File: config.mk
export PLATFORM = sky130hd
export DESIGN_NAME = lreg_slave
export DESIGN_NICKNAME = d
export VERILOG_FILES = /design/src/rtl/lreg_pkg.sv /design/src/rtl/lreg_bank.sv /design/src/rtl/lreg_rdport.sv /design/src/rtl/lreg_resp.sv /design/src/rtl/lreg_slave.sv
export SDC_FILE = /design/constraint.sdc
export NUM_CORES = 1
export LEC_CHECK = 0
export BUFFER_PORTS_ARGS = -buffer_cell sky130_fd_sc_hd__clkbuf_2
export CELL_PAD_IN_SITES_DETAIL_PLACEMENT = 0
export CELL_PAD_IN_SITES_GLOBAL_PLACEMENT = 2
export CORE_MARGIN = 2
export CORE_UTILIZATION = 39
export DETAILED_ROUTE_END_ITERATION = 10
export GPL_TIMING_DRIVEN = 0
export HOLD_SLACK_MARGIN = 0.1
export MAX_ROUTING_LAYER = met4
export PLACE_DENSITY = 0.89
export SLEW_MARGIN = 5
export SYNTH_ARGS = -nofsm -noshare
export SYNTH_HDL_FRONTEND = slang
export SYNTH_SLANG_ARGS = --single-unit
File: constraint.sdc
create_clock -name clk -period 2.56 [get_ports clk]
set_input_delay 0.128 -clock clk [delete_from_list [all_inputs] [get_ports clk]]
set_output_delay 0.128 -clock clk [all_outputs]
set_load 0.02 [all_outputs]
File: src/rtl/lreg_pkg.sv
// Shared constants for the simplified register slave.
// Assumes: response encoding follows the standard AXI response codes.
package lreg_pkg;
    localparam logic [1:0] RESP_OKAY = 2'b00;
endpackage

File: src/rtl/lreg_bank.sv
// Register storage with per-byte write enables.
// Assumes: a write is taken in any cycle wr_valid is high (no stall possible);
// index comes from the address bits just above the byte offset.
module lreg_bank #(
    parameter int ADDR_W = 8,
    parameter int DATA_W = 32,
    parameter int NREGS  = 4
) (
    input  logic                     clk,
    input  logic                     rst_n,
    input  logic                     wr_valid,
    input  logic [ADDR_W-1:0]        wr_addr,
    input  logic [DATA_W-1:0]        wr_data,
    input  logic [DATA_W/8-1:0]      wr_strb,
    output logic [NREGS*DATA_W-1:0]  bank_q
);
    localparam int STRB_W = DATA_W / 8;
    localparam int LSB    = $clog2(STRB_W);
    localparam int IDX_W  = (NREGS > 1) ? $clog2(NREGS) : 1;

    logic [IDX_W-1:0] widx;
    logic             unused_wr_addr;

    // Decode the target register index from the write address.
    assign widx           = wr_addr[LSB +: IDX_W];
    assign unused_wr_addr = ^wr_addr;

    for (genvar r = 0; r < NREGS; r++) begin : g_reg
        for (genvar b = 0; b < STRB_W; b++) begin : g_lane
            logic hit;
            assign hit = wr_valid && (widx == IDX_W'(r)) && wr_strb[b];

            // Byte lane storage: loads only when its register and strobe are selected.
            always_ff @(posedge clk) begin
                if (!rst_n)
                    bank_q[r*DATA_W + 8*b +: 8] <= '0;
                else if (hit)
                    bank_q[r*DATA_W + 8*b +: 8] <= wr_data[8*b +: 8];
            end

            assert_lane_hold_R6: assert property (@(posedge clk) disable iff (!rst_n)
                (wr_valid && !((widx == IDX_W'(r)) && wr_strb[b]))
                |=> $stable(bank_q[r*DATA_W + 8*b +: 8]));

            assert_lane_load_R5: assert property (@(posedge clk) disable iff (!rst_n)
                (wr_valid && (widx == IDX_W'(r)) && wr_strb[b])
                |=> (bank_q[r*DATA_W + 8*b +: 8] == $past(wr_data[8*b +: 8])));
        end
    end

    assert_idle_hold_R10: assert property (@(posedge clk) disable iff (!rst_n)
        !wr_valid |=> $stable(bank_q));
endmodule

File: src/rtl/lreg_rdport.sv
// Registered read port: captures the addressed register when a read is strobed.
// Assumes: the bank input shows the pre-write contents in the read cycle, so a
// colliding write is not forwarded.
module lreg_rdport #(
    parameter int ADDR_W = 8,
    parameter int DATA_W = 32,
    parameter int NREGS  = 4
) (
    input  logic                     clk,
    input  logic                     rst_n,
    input  logic                     rd_valid,
    input  logic [ADDR_W-1:0]        rd_addr,
    input  logic [NREGS*DATA_W-1:0]  bank_q,
    output logic [DATA_W-1:0]        r_data
);
    localparam int LSB   = $clog2(DATA_W / 8);
    localparam int IDX_W = (NREGS > 1) ? $clog2(NREGS) : 1;

    logic [IDX_W-1:0]  ridx;
    logic [DATA_W-1:0] sel_word;
    logic              unused_rd_addr;

    // Pick the addressed word out of the flattened bank.
    assign ridx           = rd_addr[LSB +: IDX_W];
    assign sel_word       = bank_q[ridx*DATA_W +: DATA_W];
    assign unused_rd_addr = ^rd_addr;

    // Read data register: loads on a read strobe, otherwise holds.
    always_ff @(posedge clk) begin
        if (!rst_n)
            r_data <= '0;
        else if (rd_valid)
            r_data <= sel_word;
    end

    assert_read_old_value_R8: assert property (@(posedge clk) disable iff (!rst_n)
        rd_valid |=> (r_data == $past(bank_q[ridx*DATA_W +: DATA_W])));

    assert_rdata_hold_R7: assert property (@(posedge clk) disable iff (!rst_n)
        !rd_valid |=> $stable(r_data));
endmodule

File: src/rtl/lreg_resp.sv
// Response strobe generator: each valid is its request valid one clock later.
// Assumes: the upstream ready inputs are always high, so a strobe never waits.
module lreg_resp (
    input  logic clk,
    input  logic rst_n,
    input  logic wr_valid,
    input  logic rd_valid,
    output logic b_valid,
    output logic r_valid
);
    // One-cycle delay of both request strobes.
    always_ff @(posedge clk) begin
        if (!rst_n) begin
            b_valid <= 1'b0;
            r_valid <= 1'b0;
        end else begin
            b_valid <= wr_valid;
            r_valid <= rd_valid;
        end
    end
endmodule

File: src/rtl/lreg_slave.sv
// Top of the simplified AXI-Lite register slave: four byte-strobed registers,
// ready outputs tied high, fixed one-cycle response strobes, OKAY responses.
// Assumes: write-address and write-data valids are one shared strobe and both
// response readies are held high upstream.
module lreg_slave
    import lreg_pkg::*;
#(
    parameter int ADDR_W = 8,
    parameter int DATA_W = 32,
    parameter int NREGS  = 4
) (
    input  logic                  clk,
    input  logic                  rst_n,
    input  logic                  wr_valid,
    input  logic [ADDR_W-1:0]     wr_addr,
    input  logic [DATA_W-1:0]     wr_data,
    input  logic [DATA_W/8-1:0]   wr_strb,
    output logic                  aw_ready,
    output logic                  w_ready,
    output logic                  b_valid,
    output logic [1:0]            b_resp,
    input  logic                  rd_valid,
    input  logic [ADDR_W-1:0]     rd_addr,
    output logic                  ar_ready,
    output logic                  r_valid,
    output logic [DATA_W-1:0]     r_data,
    output logic [1:0]            r_resp
);
    logic [NREGS*DATA_W-1:0] bank_q;

    // No back-pressure: every request is accepted the cycle it appears.
    assign aw_ready = 1'b1;
    assign w_ready  = 1'b1;
    assign ar_ready = 1'b1;

    // Responses never carry an error.
    assign b_resp = RESP_OKAY;
    assign r_resp = RESP_OKAY;

    lreg_bank #(.ADDR_W(ADDR_W), .DATA_W(DATA_W), .NREGS(NREGS)) u_bank (
        .clk(clk), .rst_n(rst_n), .wr_valid(wr_valid), .wr_addr(wr_addr),
        .wr_data(wr_data), .wr_strb(wr_strb), .bank_q(bank_q));

    lreg_rdport #(.ADDR_W(ADDR_W), .DATA_W(DATA_W), .NREGS(NREGS)) u_rd (
        .clk(clk), .rst_n(rst_n), .rd_valid(rd_valid), .rd_addr(rd_addr),
        .bank_q(bank_q), .r_data(r_data));

    lreg_resp u_resp (
        .clk(clk), .rst_n(rst_n), .wr_valid(wr_valid), .rd_valid(rd_valid),
        .b_valid(b_valid), .r_valid(r_valid));

    assert_bvalid_set_R2: assert property (@(posedge clk) disable iff (!rst_n)
        wr_valid |=> b_valid);
    assert_bvalid_clr_R2: assert property (@(posedge clk) disable iff (!rst_n)
        !wr_valid |=> !b_valid);
    assert_rvalid_set_R3: assert property (@(posedge clk) disable iff (!rst_n)
        rd_valid |=> r_valid);
    assert_rvalid_clr_R3: assert property (@(posedge clk) disable iff (!rst_n)
        !rd_valid |=> !r_valid);
endmodule

==> results of run 1 <==
[cell usage after synthesis (all sizes together)]
library cell | number | area share
nand2 | 160 | 0.087
nand3 | 1 | 0.00073
dfxtp | 162 | 0.47
nand4 | 3 | 0.0093
conb | 2 | 0.0011
and4 | 1 | 0.0015
nand3b | 33 | 0.036
nand4bb | 3 | 0.0049
and2 | 2 | 0.0020
mux2i | 192 | 0.28
clkbuf | 14 | 0.0076
o221ai | 32 | 0.041
nand4b | 8 | 0.010
buf | 47 | 0.048
and4bb | 1 | 0.0018
[cells by family (layout without fill, tap and decap cells)]
kind of cell / count (synthesis) / after routing / share of synthesized area
AND/OR/NAND/NOR: 212 / 212 / 0.153
multiplexers: 192 / 192 / 0.279
other: 2 / 7 / 0.00109
buffers and inverters: 61 / 200 / 0.0554
flip-flops: 162 / 162 / 0.471
AO/OA/AOI/OAI: 32 / 32 / 0.0407
[timing repair]
action	in CTS	in global routing
hold buffers	32	0
endpoints found under the setup margin	0	0
hold endpoints to repair	128	0
[sequential cells by signal (all words and copies together) (netlist names)]
register        cells
u_resp.b_valid      1
u_resp.r_valid      1
u_bank.bank_q     128
u_rd.r_data        32
[metal layers]
metal,global-route usage,up-vias
met1,0.273,2614
met5,-,-
li1,-,2558
met3,0.0437,16
met2,0.357,133
met4,0.0647,0
[power breakdown]
part,internal [mW],total [mW],switching (mW)
Clock,1.39,2.42,1.03
Sequential,2.57,2.60,0.0258
Combinational,0.190,0.471,0.281
[final timing paths]
kind / slack [ns] / endpoint
setup reg to reg: 1.75 / u_rd.r_data[20]
setup / recovery: 1.45 / r_data[0]
hold reg to reg: 0.46 / u_bank.bank_q[36]
hold / removal: 0.19 / u_rd.r_data[1]
[final cells by class]
| cell class | instances | share of cell area |
|---|---|---|
| plain buffers | 61 | 0.0451 |
| clock buffers | 20 | 0.0540 |
| clock inverters | 12 | 0.0129 |
| multi-input cells | 443 | 0.389 |
| flip-flops and latches | 162 | 0.384 |
| well taps | 225 | 0.0333 |
| repair buffers | 107 | 0.0823 |
==> results.yml, run 1 <==
place:
  post-place-cells: 966
  place_area_mm2: 0.00757
  io_buffers: 75
  dp_hpwl_um: 12700
  routabilityCongestion: 0.809
  pre_cts_ws_ns: 1.04
setup_path:
  cpLargestDelayFamily: "flip-flops"
  critPathLaunchType: "flop"
  crit_path_max_fanout: 2
  critical_path_class: "reg -> out"
  worstSetupStartpoint: "u_rd.r_data[0]"
  crit_cells: 1
  crit_arrival_ns: 0.99
  cp-end-kind: "primary output"
  max_stage_delay_ns: 0.37
  critPathRequiredTime_ns: 2.43
  path_buf_inv: 1
  r2r-start: "u_bank.bank_q[116]"
  slowest_stage: "dfxtp_1"
  path_cells: "clkbuf_2"
  reg2regPathDepth: 2
worst_hold_path:
  hold_depth: 3
  min_from: "rd_valid"
  hold_class: "in -> reg"
synthesis:
  synth-seq-cells: 162
  ys_types: 18
  yosysSeqAreaShare: 0.471
  synthCells: 661
  yosys_warnings: 0
  synth_area_mm2: 0.00689
  syn_avg_cell_area_um2: 10.4
clocking:
  htreeDepth: 4
  post_cts_buffers: 0
  cts_tree: "yes"
  cts.sinks: 162
  root_buffer: "clkbuf_16"
  post_cts_resized: 0
  cts_inserted_buffers: 17
  clockBufferDepth: 2
  cts.reportedPaths.clkPinSlew_ns: 0.06
  clock_latency_ns: 0.43
final_layout:
  nNetsFinal: 848
  n_antenna_cell: 0
  layout-drive-gt1-share: 0.198
  final_common_cell: "mux2i_1"
  post-route-util: 0.489
  syn2layout_area_growth_pct: 22.7
  register_area_mm2: 0.00324
  instances_no_fill: 1030
  final_cell_mix: "192 x mux2i_1, 162 x dfxtp_1, 160 x nand2_1, 75 x clkbuf_2, 33 x nand3b_1"
  stdcell_area_mm2: 0.00845
  fillCellCount: 1655
  multiInputGateArea_mm2: 0.00329
grt:
  grt.total_usage: 0.218
  overflow: 0
  grt_pass1_vias: 5489
  grt_first_pass_wirelength_um: 29800
  grt_max_degree: 17
  antenna_found_initial: 0
power:
  cellPowerDensity_mw_per_mm2: 649
  ir_drop_v: 0.000472
  power_leakage_nw: 4.00
  totalPowerFinal_mw: 5.49
drt:
  dr.pass1.iters: 5
  wl_met1_um: 8630
  drcViolationCount: 0
  maxUsedRoutingLayer: "met4"
  wl_met3_um: 950
  vias: 5321
  final_antenna_net_count: 0
  vias_per_cell: 5.17
  wl_per_cell_um: 18.4
  drt-initial-drc-count: 268
  totalWireLength_um: 18900
  route.met2.wl_um: 9140
timing:
  slew-limit-headroom: 0.445
  setup_violations: 0
  worst_slack_ns: 1.45
  setup_tns_ns: 0
  min_period_over_period: 0.435
  finClkSkew_ns: 0.00764
  worst_pin_slew_ns: 0.832
  min_period_ns: 1.11
  finalMaxSlewViolations: 0
  holdWs_ns: 0.186
  grt_setup_unrepaired: "no"
  fmax_ghz: 0.898
  hold_violations: 0
die:
  die_h_um: 137
  core_mm2: 0.0173
  boundaryPins: 97
  die-area_mm2: 0.0187
  start_util: 0.398
  die-width_um: 137
  fp-row-count: 48
run_status:
  status: "finished clean"
run:
  drv_cap: 0
No activity file was read; power rests on OpenSTA's default activity.
==> run 2, diff against run 1 <==
--- a/config.mk
+++ b/config.mk
@@ -9,12 +9,12 @@
 export CELL_PAD_IN_SITES_DETAIL_PLACEMENT = 0
 export CELL_PAD_IN_SITES_GLOBAL_PLACEMENT = 2
 export CORE_MARGIN = 2
-export CORE_UTILIZATION = 39
+export CORE_UTILIZATION = 33
 export DETAILED_ROUTE_END_ITERATION = 10
 export GPL_TIMING_DRIVEN = 0
 export HOLD_SLACK_MARGIN = 0.1
 export MAX_ROUTING_LAYER = met4
-export PLACE_DENSITY = 0.89
+export PLACE_DENSITY = 0.81
 export SLEW_MARGIN = 5
 export SYNTH_ARGS = -nofsm -noshare
 export SYNTH_HDL_FRONTEND = slang
==> constraint.sdc (replaced) <==
create_clock -name clk -period 1 [get_ports clk]
set_input_delay 0.05 -clock clk [delete_from_list [all_inputs] [get_ports clk]]
set_output_delay 0.05 -clock clk [all_outputs]
set_load 0.02 [all_outputs]
==> run 2 against run 1 <==
Compared with the run above:
- hold slack worse by 0.068 ns
- cell count is 4.5% higher
- setup slack worse by 1.4 ns
- combinational power grew to 2.6 times the previous value
- largest cell class unchanged
==> results.yml, run 2 (synthesis results as in run 1) <==
setup_path:
  critical_path_class: "reg -> out"
  path_cells: "clkbuf_8"
  max_stage_delay_ns: 0.35
  worstSetupStartpoint: "u_rd.r_data[30]"
  cp-end-kind: "primary output"
  critPathLaunchType: "flop"
  crit_arrival_ns: 0.92
  r2r-start: "u_bank.bank_q[124]"
  critPathRequiredTime_ns: 0.95
  crit_path_max_fanout: 2
  path_buf_inv: 1
  slowest_stage: "dfxtp_2"
  cpLargestDelayFamily: "flip-flops"
drt:
  maxUsedRoutingLayer: "met4"
  route.met2.wl_um: 9420
  drcViolationCount: 0
  wl_per_cell_um: 18.1
  totalWireLength_um: 19500
  final_antenna_net_count: 0
  wl_met1_um: 9030
  wl_met3_um: 735
  vias_per_cell: 4.93
  vias: 5305
  dr.pass1.iters: 5
  drt-initial-drc-count: 242
die:
  die_h_um: 149
  core_mm2: 0.0204
  start_util: 0.338
  boundaryPins: 97
  die-area_mm2: 0.0221
  die-width_um: 149
  fp-row-count: 52
power:
  totalPowerFinal_mw: 14.0
  cellPowerDensity_mw_per_mm2: 1600
  ir_drop_v: 0.000944
  power_leakage_nw: 4.07
final_layout:
  reg.largest.list: "u_bank.bank_q: 128 flops, u_rd.r_data: 32 flops"
  fillCellCount: 1973
  largest_reg_flops: 128
  syn2layout_area_growth_pct: 27.0
  instances_no_fill: 1076
  multiInputGateArea_mm2: 0.00329
  n_antenna_cell: 0
  final_common_cell: "mux2i_1"
  final_cell_mix: "192 x mux2i_1, 160 x nand2_1, 135 x dfxtp_1, 44 x clkbuf_2"
  nNetsFinal: 849
  regMostFlops: "u_bank.bank_q"
  register_area_mm2: 0.00328
  layout-drive-gt1-share: 0.232
timing:
  grt_setup_unrepaired: "no"
  slew-limit-headroom: 0.460
  worst_pin_slew_ns: 0.809
  worst_slack_ns: 0.0306
  min_period_ns: 0.969
  finClkSkew_ns: 0.00677
  fmax_ghz: 1.03
  holdWs_ns: 0.118
  setup_violations: 0
  finalMaxSlewViolations: 0
  setup_tns_ns: 0
  min_period_over_period: 0.969
  hold_violations: 0
place:
  pre_cts_ws_ns: -0.398
  dp_hpwl_um: 13500
  routabilityCongestion: 0.808
  post-place-cells: 1011
  io_buffers: 75
grt:
  antenna_found_initial: 0
  grt_pass1_vias: 5585
  grt_max_degree: 17
  overflow: 0
  grt.total_usage: 0.188
  grt_first_pass_wirelength_um: 30500
run:
  drv_cap: 0
clocking:
  clockBufferDepth: 2
  root_buffer: "clkbuf_16"
  cts.reportedPaths.clkPinSlew_ns: 0.06
  cts.sinks: 162
  cts_tree: "yes"
  post_cts_buffers: 0
  htreeDepth: 4
  clock_latency_ns: 0.43
  cts_inserted_buffers: 17
worst_hold_path:
  min_from: "rd_addr[3]"
  hold_class: "in -> reg"
run_status:
  status: "finished clean"
## run 2: layout make-up
| class | count | share of cell area |
|---|---|---|
| Multi-Input combinational cell | 443 | 0.376 |
| Sequential cell | 162 | 0.375 |
| Timing Repair Buffer | 108 | 0.103 |
| Clock buffer | 22 | 0.0553 |
| Buffer | 61 | 0.0438 |
| Tap cell | 270 | 0.0386 |
| Clock inverter | 10 | 0.00887 |
## run 2: per-layer routing
metal | vias up | global-route usage
met4 | 0 | 0.0519
met2 | 109 | 0.309
met1 | 2609 | 0.239
met3 | 21 | 0.0344
li1 | 2566 | -
met5 | - | -
## run 2: repair_timing
action / 4_1_cts / 5_1_grt
setup endpoints to repair: 21 / 27
gates cloned: 0 / 0
pin swaps: 0 / 0
hold buffers: 33 / 0
resized for setup: 55 / 43
endpoints found under the hold margin: 131 / 0
## run 2: worst paths after layout
kind	slack (ns)	depth (start not counted)	endpoint
max reg2reg	0.22	2	u_rd.r_data[28]
min reg2reg	0.46	2	u_bank.bank_q[89]
max	0.03	1	r_data[30]
min	0.12	3	u_rd.r_data[30]
## run 2: where the power goes
group,total (mW),switching [mW],internal [mW]
sequential,6.65,0.0690,6.58
clock,6.13,2.69,3.45
combinational,1.23,0.723,0.505
total,14.0,3.48,10.5
## run 2: per-stage QoR
stage	area, um^2	util
6_report	8750	0.430
3_3_place_gp	7620	0.374
4_1_cts	8700	0.427
2_1_floorplan	6910	-
5_1_grt	8750	0.430
3_5_place_dp	7620	0.374
